[src/rtl/lmd_pkg.sv]
package lmd_pkg;

    // Configuration offsets the decoder owns
    localparam logic [7:0] OFS_RAM_SIZE  = 8'h57;
    localparam logic [7:0] OFS_ATTR_TOP  = 8'h59;
    localparam logic [7:0] OFS_ATTR_LAST = 8'h5F;
    localparam logic [7:0] OFS_SMRAM     = 8'h72;
    localparam logic [7:0] SMRAM_RESET   = 8'h02;
    localparam int         ATTR_BYTES    = 7;

    // SMRAM control bit positions
    localparam int SMRAM_SMM_OPEN_BIT   = 3;
    localparam int SMRAM_FORCE_OPEN_BIT = 6;

    typedef logic [ATTR_BYTES-1:0][7:0] attr_bank_t;

    typedef enum logic [1:0] {
        WIN_LEGACY      = 2'd0,
        WIN_SMM_OPEN    = 2'd1,
        WIN_FORCED_OPEN = 2'd2
    } win_state_e;

endpackage

[src/rtl/lmd_cfg_regs.sv]
module lmd_cfg_regs
    import lmd_pkg::*;
#(
    parameter int MB_W = 16
) (
    input  logic            clk,
    input  logic            rst_n,
    input  logic            wr_en,
    input  logic [7:0]      wr_ofs,
    input  logic [7:0]      wr_data,
    input  logic [7:0]      rd_ofs,
    input  logic [MB_W-1:0] dram_mb,
    output logic [7:0]      rd_data,
    output attr_bank_t      attr_q,
    output logic [7:0]      smram_q,
    output logic [7:0]      smram_d
);
    localparam int UNITS_W = MB_W - 3;

    // One register per attribute byte
    for (genvar g = 0; g < ATTR_BYTES; g++) begin : g_attr
        localparam logic [7:0] MY_OFS = OFS_ATTR_TOP + 8'(g);
        always_ff @(posedge clk) begin
            if (!rst_n)
                attr_q[g] <= 8'h00;
            else if (wr_en && wr_ofs == MY_OFS)
                attr_q[g] <= wr_data;
        end
    end

    // Value of the SMRAM byte once this edge has passed
    always_comb begin
        smram_d = smram_q;
        if (wr_en && wr_ofs == OFS_SMRAM)
            smram_d = wr_data;
    end

    always_ff @(posedge clk) begin
        if (!rst_n)
            smram_q <= SMRAM_RESET;
        else
            smram_q <= smram_d;
    end

    // Memory size in 8 MB units, held at 255
    logic [UNITS_W-1:0] units;
    logic [7:0]         size_byte;
    always_comb begin
        units = dram_mb[MB_W-1:3];
        if (units > UNITS_W'(255))
            size_byte = 8'hFF;
        else
            size_byte = units[7:0];
    end

    always_comb begin
        rd_data = 8'h00;
        if (rd_ofs == OFS_RAM_SIZE)
            rd_data = size_byte;
        else if (rd_ofs == OFS_SMRAM)
            rd_data = smram_q;
        else if (rd_ofs >= OFS_ATTR_TOP && rd_ofs <= OFS_ATTR_LAST)
            rd_data = attr_q[3'(rd_ofs - OFS_ATTR_TOP)];
    end

endmodule

[src/rtl/lmd_window_fsm.sv]
module lmd_window_fsm
    import lmd_pkg::*;
(
    input  logic       clk,
    input  logic       rst_n,
    input  logic [7:0] smram_d,
    input  logic       smm_active,
    output logic       win_open
);
    win_state_e state_q, state_d;

    always_comb begin
        state_d = state_q;
        unique case (state_q)
            WIN_LEGACY, WIN_SMM_OPEN, WIN_FORCED_OPEN: begin
                if (smram_d[SMRAM_FORCE_OPEN_BIT])
                    state_d = WIN_FORCED_OPEN;              // open_force
                else if (smram_d[SMRAM_SMM_OPEN_BIT] && smm_active)
                    state_d = WIN_SMM_OPEN;                 // open_smm
                else
                    state_d = WIN_LEGACY;                   // close
            end
            default: state_d = WIN_LEGACY;
        endcase
    end

    always_ff @(posedge clk) begin
        if (!rst_n)
            state_q <= WIN_LEGACY;
        else
            state_q <= state_d;
    end

    always_comb begin
        unique case (state_q)
            WIN_LEGACY:      win_open = 1'b0;
            WIN_SMM_OPEN:    win_open = 1'b1;
            WIN_FORCED_OPEN: win_open = 1'b1;
            default:         win_open = 1'b0;
        endcase
    end

endmodule

[src/rtl/lmd_route.sv]
module lmd_route
    import lmd_pkg::*;
#(
    parameter int ADDR_W = 32
) (
    input  logic              clk,
    input  logic              rst_n,
    input  logic              acc_valid,
    input  logic [ADDR_W-1:0] acc_addr,
    input  logic              acc_write,
    input  attr_bank_t        attr_q,
    input  logic              win_open,
    output logic              resp_valid,
    output logic              resp_to_dram
);
    localparam int HI_W = ADDR_W - 20;

    logic       below_1m;
    logic       in_video, in_seg16, in_top;
    logic [5:0] seg_raw;
    logic [3:0] seg;
    logic [7:0] seg_byte;
    logic [1:0] attr;
    logic       to_dram;

    always_comb begin
        below_1m = (acc_addr[ADDR_W-1:20] == HI_W'(0));
        in_video = below_1m && (acc_addr[19:17] == 3'b101);
        in_seg16 = below_1m && (acc_addr[19:18] == 2'b11) && (acc_addr[17:16] != 2'b11);
        in_top   = below_1m && (acc_addr[19:16] == 4'hF);

        seg_raw  = acc_addr[19:14] - 6'd48;
        seg      = seg_raw[3:0];
        seg_byte = attr_q[3'd1 + 3'(seg[3:1])];

        if (in_top)
            attr = attr_q[0][5:4];
        else if (seg[0])
            attr = seg_byte[5:4];
        else
            attr = seg_byte[1:0];

        if (in_video)
            to_dram = win_open;
        else if (in_seg16 || in_top)
            to_dram = acc_write ? attr[1] : attr[0];
        else
            to_dram = 1'b1;
    end

    always_ff @(posedge clk) begin
        if (!rst_n) begin
            resp_valid   <= 1'b0;
            resp_to_dram <= 1'b0;
        end else begin
            resp_valid   <= acc_valid;
            resp_to_dram <= acc_valid ? to_dram : 1'b0;
        end
    end

endmodule

[src/rtl/legacy_mem_decoder.sv]
module legacy_mem_decoder
    import lmd_pkg::*;
#(
    parameter int ADDR_W = 32,
    parameter int MB_W   = 16
) (
    input  logic              clk,
    input  logic              rst_n,
    input  logic              cfg_wr_en,
    input  logic [7:0]        cfg_wr_ofs,
    input  logic [7:0]        cfg_wr_data,
    input  logic [7:0]        cfg_rd_ofs,
    output logic [7:0]        cfg_rd_data,
    input  logic [MB_W-1:0]   dram_mb,
    input  logic              smm_active,
    input  logic              acc_valid,
    input  logic [ADDR_W-1:0] acc_addr,
    input  logic              acc_write,
    output logic              resp_valid,
    output logic              resp_to_dram
);
    attr_bank_t attr_q;
    logic [7:0] smram_q, smram_d;
    logic       win_open;

    lmd_cfg_regs #(.MB_W(MB_W)) u_regs (
        .clk     (clk),
        .rst_n   (rst_n),
        .wr_en   (cfg_wr_en),
        .wr_ofs  (cfg_wr_ofs),
        .wr_data (cfg_wr_data),
        .rd_ofs  (cfg_rd_ofs),
        .dram_mb (dram_mb),
        .rd_data (cfg_rd_data),
        .attr_q  (attr_q),
        .smram_q (smram_q),
        .smram_d (smram_d)
    );

    lmd_window_fsm u_fsm (
        .clk        (clk),
        .rst_n      (rst_n),
        .smram_d    (smram_d),
        .smm_active (smm_active),
        .win_open   (win_open)
    );

    lmd_route #(.ADDR_W(ADDR_W)) u_route (
        .clk          (clk),
        .rst_n        (rst_n),
        .acc_valid    (acc_valid),
        .acc_addr     (acc_addr),
        .acc_write    (acc_write),
        .attr_q       (attr_q),
        .win_open     (win_open),
        .resp_valid   (resp_valid),
        .resp_to_dram (resp_to_dram)
    );

endmodule

[config.mk]
export PLATFORM = sky130hd
export DESIGN_NAME = legacy_mem_decoder
export DESIGN_NICKNAME = d
export VERILOG_FILES = /design/src/rtl/lmd_pkg.sv /design/src/rtl/lmd_cfg_regs.sv /design/src/rtl/lmd_window_fsm.sv /design/src/rtl/lmd_route.sv /design/src/rtl/legacy_mem_decoder.sv
export SDC_FILE = /design/constraint.sdc
export NUM_CORES = 1
export LEC_CHECK = 0
export ABC_AREA = 1
export BUFFER_PORTS_ARGS = -buffer_cell sky130_fd_sc_hd__buf_2
export CAP_MARGIN = 40
export CORE_MARGIN = 1
export CORE_UTILIZATION = 60
export DETAILED_ROUTE_END_ITERATION = 8
export PLACE_DENSITY = 0.88
export SYNTH_ARGS = -nofsm -noshare
export SYNTH_HDL_FRONTEND = slang
export SYNTH_HIERARCHICAL = 1
export SYNTH_SLANG_ARGS = --single-unit
[constraint.sdc]
create_clock -name clk -period 7.1 [get_ports clk]
set_input_delay 1.42 -clock clk [delete_from_list [all_inputs] [get_ports clk]]
set_output_delay 1.42 -clock clk [all_outputs]
set_load 0.02 [all_outputs]
# After elaboration in Yosys (flattened, before gate mapping)
# Index checks and enable logic that the tools add are counted.
# Widths: inputs -> output; s select.
# op_classes
n_eq_ne	16
n_mux	17
shift	0
n_reduce_logical	22
multipliers	0
addsub	3
div_mod_pow	0
bitwise_logic	2
n_lt_le_gt_ge	5
# op_table
cell	n
$eq 8x7->1 const B	10
$bmux 8 s3	2
$mux 8	5
$logic_and 1x1->1	14
$gt 13x8->1 const B	1
$logic_not 12->1	1
$ge 8x7->1 const B	1
$le 8x7->1 const B	1
$lt 3x4->1 const B	2
$mux 7	1
$mux 2	3
$mux 6	1
$reduce_or 3->1	2
$mux 1	5
$eq 2x2->1 const B	2
$eq 4x4->1 const B	1
$reduce_and 2->1	2
$sub 4x1->4 const B	1
$add 1x3->3 const A	1
$eq 3x3->1 const B	1
$sub 3x1->3 const B	1
$eq 2x1->1 const B	1
$logic_not 2->1	1
$ne 2x2->1 const B	1
other kinds (3)	4
# totals
rom_bits	0
memories	0
latch_bits	0
inputBits	78
reg_bits	68
ramBits	0

# Logic depth before layout (Yosys ltp)
# depth
depth_word	9
mapped_depth	12
depth_no_buf	10

# Modules after synthesis
# Netlist, hierarchy kept.
# by_module_without_submodules
module	instances	cells_per_inst	area_each_um2
lmd_cfg_regs	1	578	3603.5
lmd_route	1	101	534.3
lmd_window_fsm	1	9	86.3

# Least setup slack after synthesis
# Ideal clock, no wire load.
# synth_timing
path_kind	in2out
startpoint	in cfg_rd_ofs[0]
endpoint	out cfg_rd_data[0]
slack_ns	2.524
n_path_buf	4
required_ns	5.680
t_arrival_ns	3.156
path_stages	11
cell_sequence	clkbuf_1 -> inv_2 -> clkbuf_1 -> ha_1 -> clkbuf_1 -> buf_1 -> nand3_1 -> nand2_1 -> nand2_1 -> nand3_1 -> nand3_1
# synth_between
elab_chain_cells	6
# synth_lines
item	line_no	rtl
start, declared	legacy_mem_decoder.sv:12	input logic [7:0] cfg_rd_ofs,
$sub 3x1->3	lmd_cfg_regs.sv:63	rd_data = attr_q[3'(rd_ofs - OFS_ATTR_TOP)];
$bmux 8 s3	lmd_cfg_regs.sv:63	
$mux 8 (not written as such)	lmd_cfg_regs.sv:63	
$mux 8	lmd_cfg_regs.sv:62	else if (rd_ofs >= OFS_ATTR_TOP && rd_ofs <= OFS_ATTR_LAST)
$mux 8	lmd_cfg_regs.sv:60	else if (rd_ofs == OFS_SMRAM)
$mux 8 *	lmd_cfg_regs.sv:58	if (rd_ofs == OFS_RAM_SIZE)
end, declared	legacy_mem_decoder.sv:13	output logic [7:0] cfg_rd_data,
# Every way passes the cells marked *; elsewhere a longest branch is shown, timed or not. The select of a mux whose other input is x is not followed.

# Worst setup path in the final report
# layout_timing
startpoint	in cfg_rd_ofs[0]
endpoint	out cfg_rd_data[1]
# Same word-level chain as after synthesis.

==> key figures <==
STA
  • Hold Vio Cnt, Final: 0
  • WHS: 0.453 ns
  • Final setup skew: 0.0107 ns
  • Tmin final: 5.38 ns
  • Slew @ Worst Pin: 0.913 ns
  • RSZ-0062 raised after global routing: false
  • Setup TNS: 0 ns
  • Period Utilization, post-route: 75.8%
  • Max-slew headroom: 39.1%
  • Fmax: 0.186 GHz
  • Max-slew violations: 0
  • Final setup fails: 0

Clock tree
  • Reg clk slew, reported paths: 0.06 ns
  • Post-cts sizing count: 0
  • CTS HTree Levels: 3
  • Post CTS Setup Buffer Count: 0
  • TritonCTS buffer count: 9
  • Clk sinks: 68
  • CTS Hold Buffers Added: 0
  • CTS Buffer Depth: 2
  • CTS tree: done
  • Root Buffer Master: clkbuf_8
  • Clock latency on the worst-skew pair: 0.34 ns

Worst setup path
  • R2r setup slk: 5.84 ns
  • CP Max Fanout: 35
  • Setup Crit Path Kind: in2out
  • Crit path launch type: input port
  • Worst Path Arrival: 3.96 ns
  • Crit. End Element: output port
  • Required time worst endpoint: 5.68 ns

Synth
  • Cell area after synthesis: 4200 µm²
  • Syn Nets: 766
  • Synth Instances: 682
  • Synthesis Warnings: 6
  • Post-Syn Area per Cell: 6.16 µm²

Placed design
  • PortBufs: 70
  • Gp weighted congestion: 0.867
  • HPWL after detailed placement: 8180 µm
  • Cells after DPL: 826
  • Area after DPL: 4600 µm²

Floorplanning
  • Core area: 6790 µm²
  • # IOs: 88
  • Chip height: 85.7 µm
  • Initial core utilization: 61.8%
  • Die Area: 7340 µm²
  • Die width: 85.7 µm
  • Rows: 30

Cells and area
  • # diodes: 0
  • Layout cells sized above 1: 16.2%
  • Design area: 4760 µm²
  • Final layout net count: 826
  • FILL cells: 571
  • Area grow syn2layout: 13.3%
  • Seq. cell area: 1360 µm²
  • Multi-input logic area: 2370 µm²
  • Non-Filler Instances: 841

Global routing
  • First-pass GRT wire length: 18600 µm
  • Met2 usage: 56.7%
  • GRT Util Overall: 32.1%
  • Initial antenna violation count: 0
  • M1 GR Usage: 38.2%
  • Number of global-route vias before repair: 4221
  • Top Usage Layer GRT: met2
  • Largest net degree at the start of global routing: 54
  • Total gr overflow: 0
  • Grt met3 use: 6.16%

Pwr
  • Max VDD drop: 0.000122 V
  • PwrDens: 163 nW/µm²
  • Sw frac: 28.4%
  • Pint: 555 µW
  • Sw power: 220 µW
  • Clock power share: 34.6%
  • Combinational share of power: 15.9%
  • Pleak: 0.00218 µW
  • Seq pwr share: 49.5%

Detailed routing
  • Post-route DRC: 0
  • Initial DRT Pass Iterations: 6
  • Via density: 5.57
  • DR iter-0 viols: 505
  • DRT antenna net count: 0
  • Via count: 4686
  • Mean routed wirelength per cell: 13.6 µm
  • Post-Route WL: 11400 µm

Status
  • Status: finished, final reports clean

Worst hold path
  • Hold/Removal Path Class: reg2reg

Run
  • Reported max-cap violation count: 0
-- critical path, stage by stage --
cell and delay (ns):
buf_2 0.07, buf_4 0.34, inv_2 0.33, ha_1 0.37, buf_4 0.21, inv_1 0.43
nand3_1 0.14, nand2_1 0.12, nand2_1 0.06, nand2_1 0.10, nand2_1 0.07, nand3_1 0.09
buf_2 0.16
-- area by class of cell --
| type | count | area share [%] |
|---|---|---|
| clock buffer | 12 | 3.05 |
| clock inverter | 2 | 0.263 |
| inverter | 91 | 7.20 |
| multi-input combinational | 497 | 49.8 |
| sequential | 68 | 28.6 |
| tap | 96 | 2.52 |
| timing repair buffer | 75 | 8.52 |
-- worst paths after layout --
| check | to | from | cells past startpoint |
|---|---|---|---|
| worst max-delay path | cfg_rd_data[1] | cfg_rd_ofs[0] | 13 |
| worst min register to register | u_regs/attr_q[23] | u_regs/attr_q[23] | 2 |
| worst min-delay path | u_regs/attr_q[23] | u_regs/attr_q[23] | 2 |
| worst max register to register | u_route/resp_to_dram | u_fsm/state_q[0] | 5 |
-- layout by cell type, fill, tap and decap left out, drive strengths merged --
cell type / instances
nand2: 172
nand3: 131
nor2: 111
inv: 90
buf: 75
dfxtp: 68
o21ai: 19
a21oi: 17
nand4: 15
nor3: 14
clkbuf: 12
ha: 6
and2: 3
o211ai: 3
clkinv: 2
clkinvlp: 1
xor2: 1
nor3b: 1
xnor2: 1
or2: 1
nor4: 1
o41ai: 1
-- through the flow --
| stage | utilization, % | setup slack, ns | total power, µW |
|---|---|---|---|
| 4_1_cts | 70.0 | 1.82 | 776 |
| 6_report | 70.1 | 1.72 | 775 |
| 5_1_grt | 70.1 | 1.61 | 812 |
| 3_5_place_dp | 67.7 | 1.82 | 512 |
| 2_1_floorplan | - | 2.52 | 468 |
| 3_3_place_gp | 67.3 | 1.86 | 508 |
-- sequential cells by signal, indices dropped and copies added (netlist names) --
register	cells
u_fsm/state_q	2
u_regs/attr_q	56
u_regs/smram_q	8
u_route/resp_to_dram	1
u_route/resp_valid	1
-- power by group through the flow --
stage               combinational [µW]  sequential, µW  clock (µW)
floorplan                         75.6             393           0
global placement                   116             392           0
detailed placement                 120             392           0
CTS                                120             383         272
global route                       136             383         293
finish                             123             383         268
-- per-layer routing --
layer	part of all wire (%)	up-vias
met2	49	243
met1	40	2123
li1	-	2287
met3	8.0	33
met4	2.9	0
met5	0	-
No activity file was read; power rests on OpenSTA's default activity.
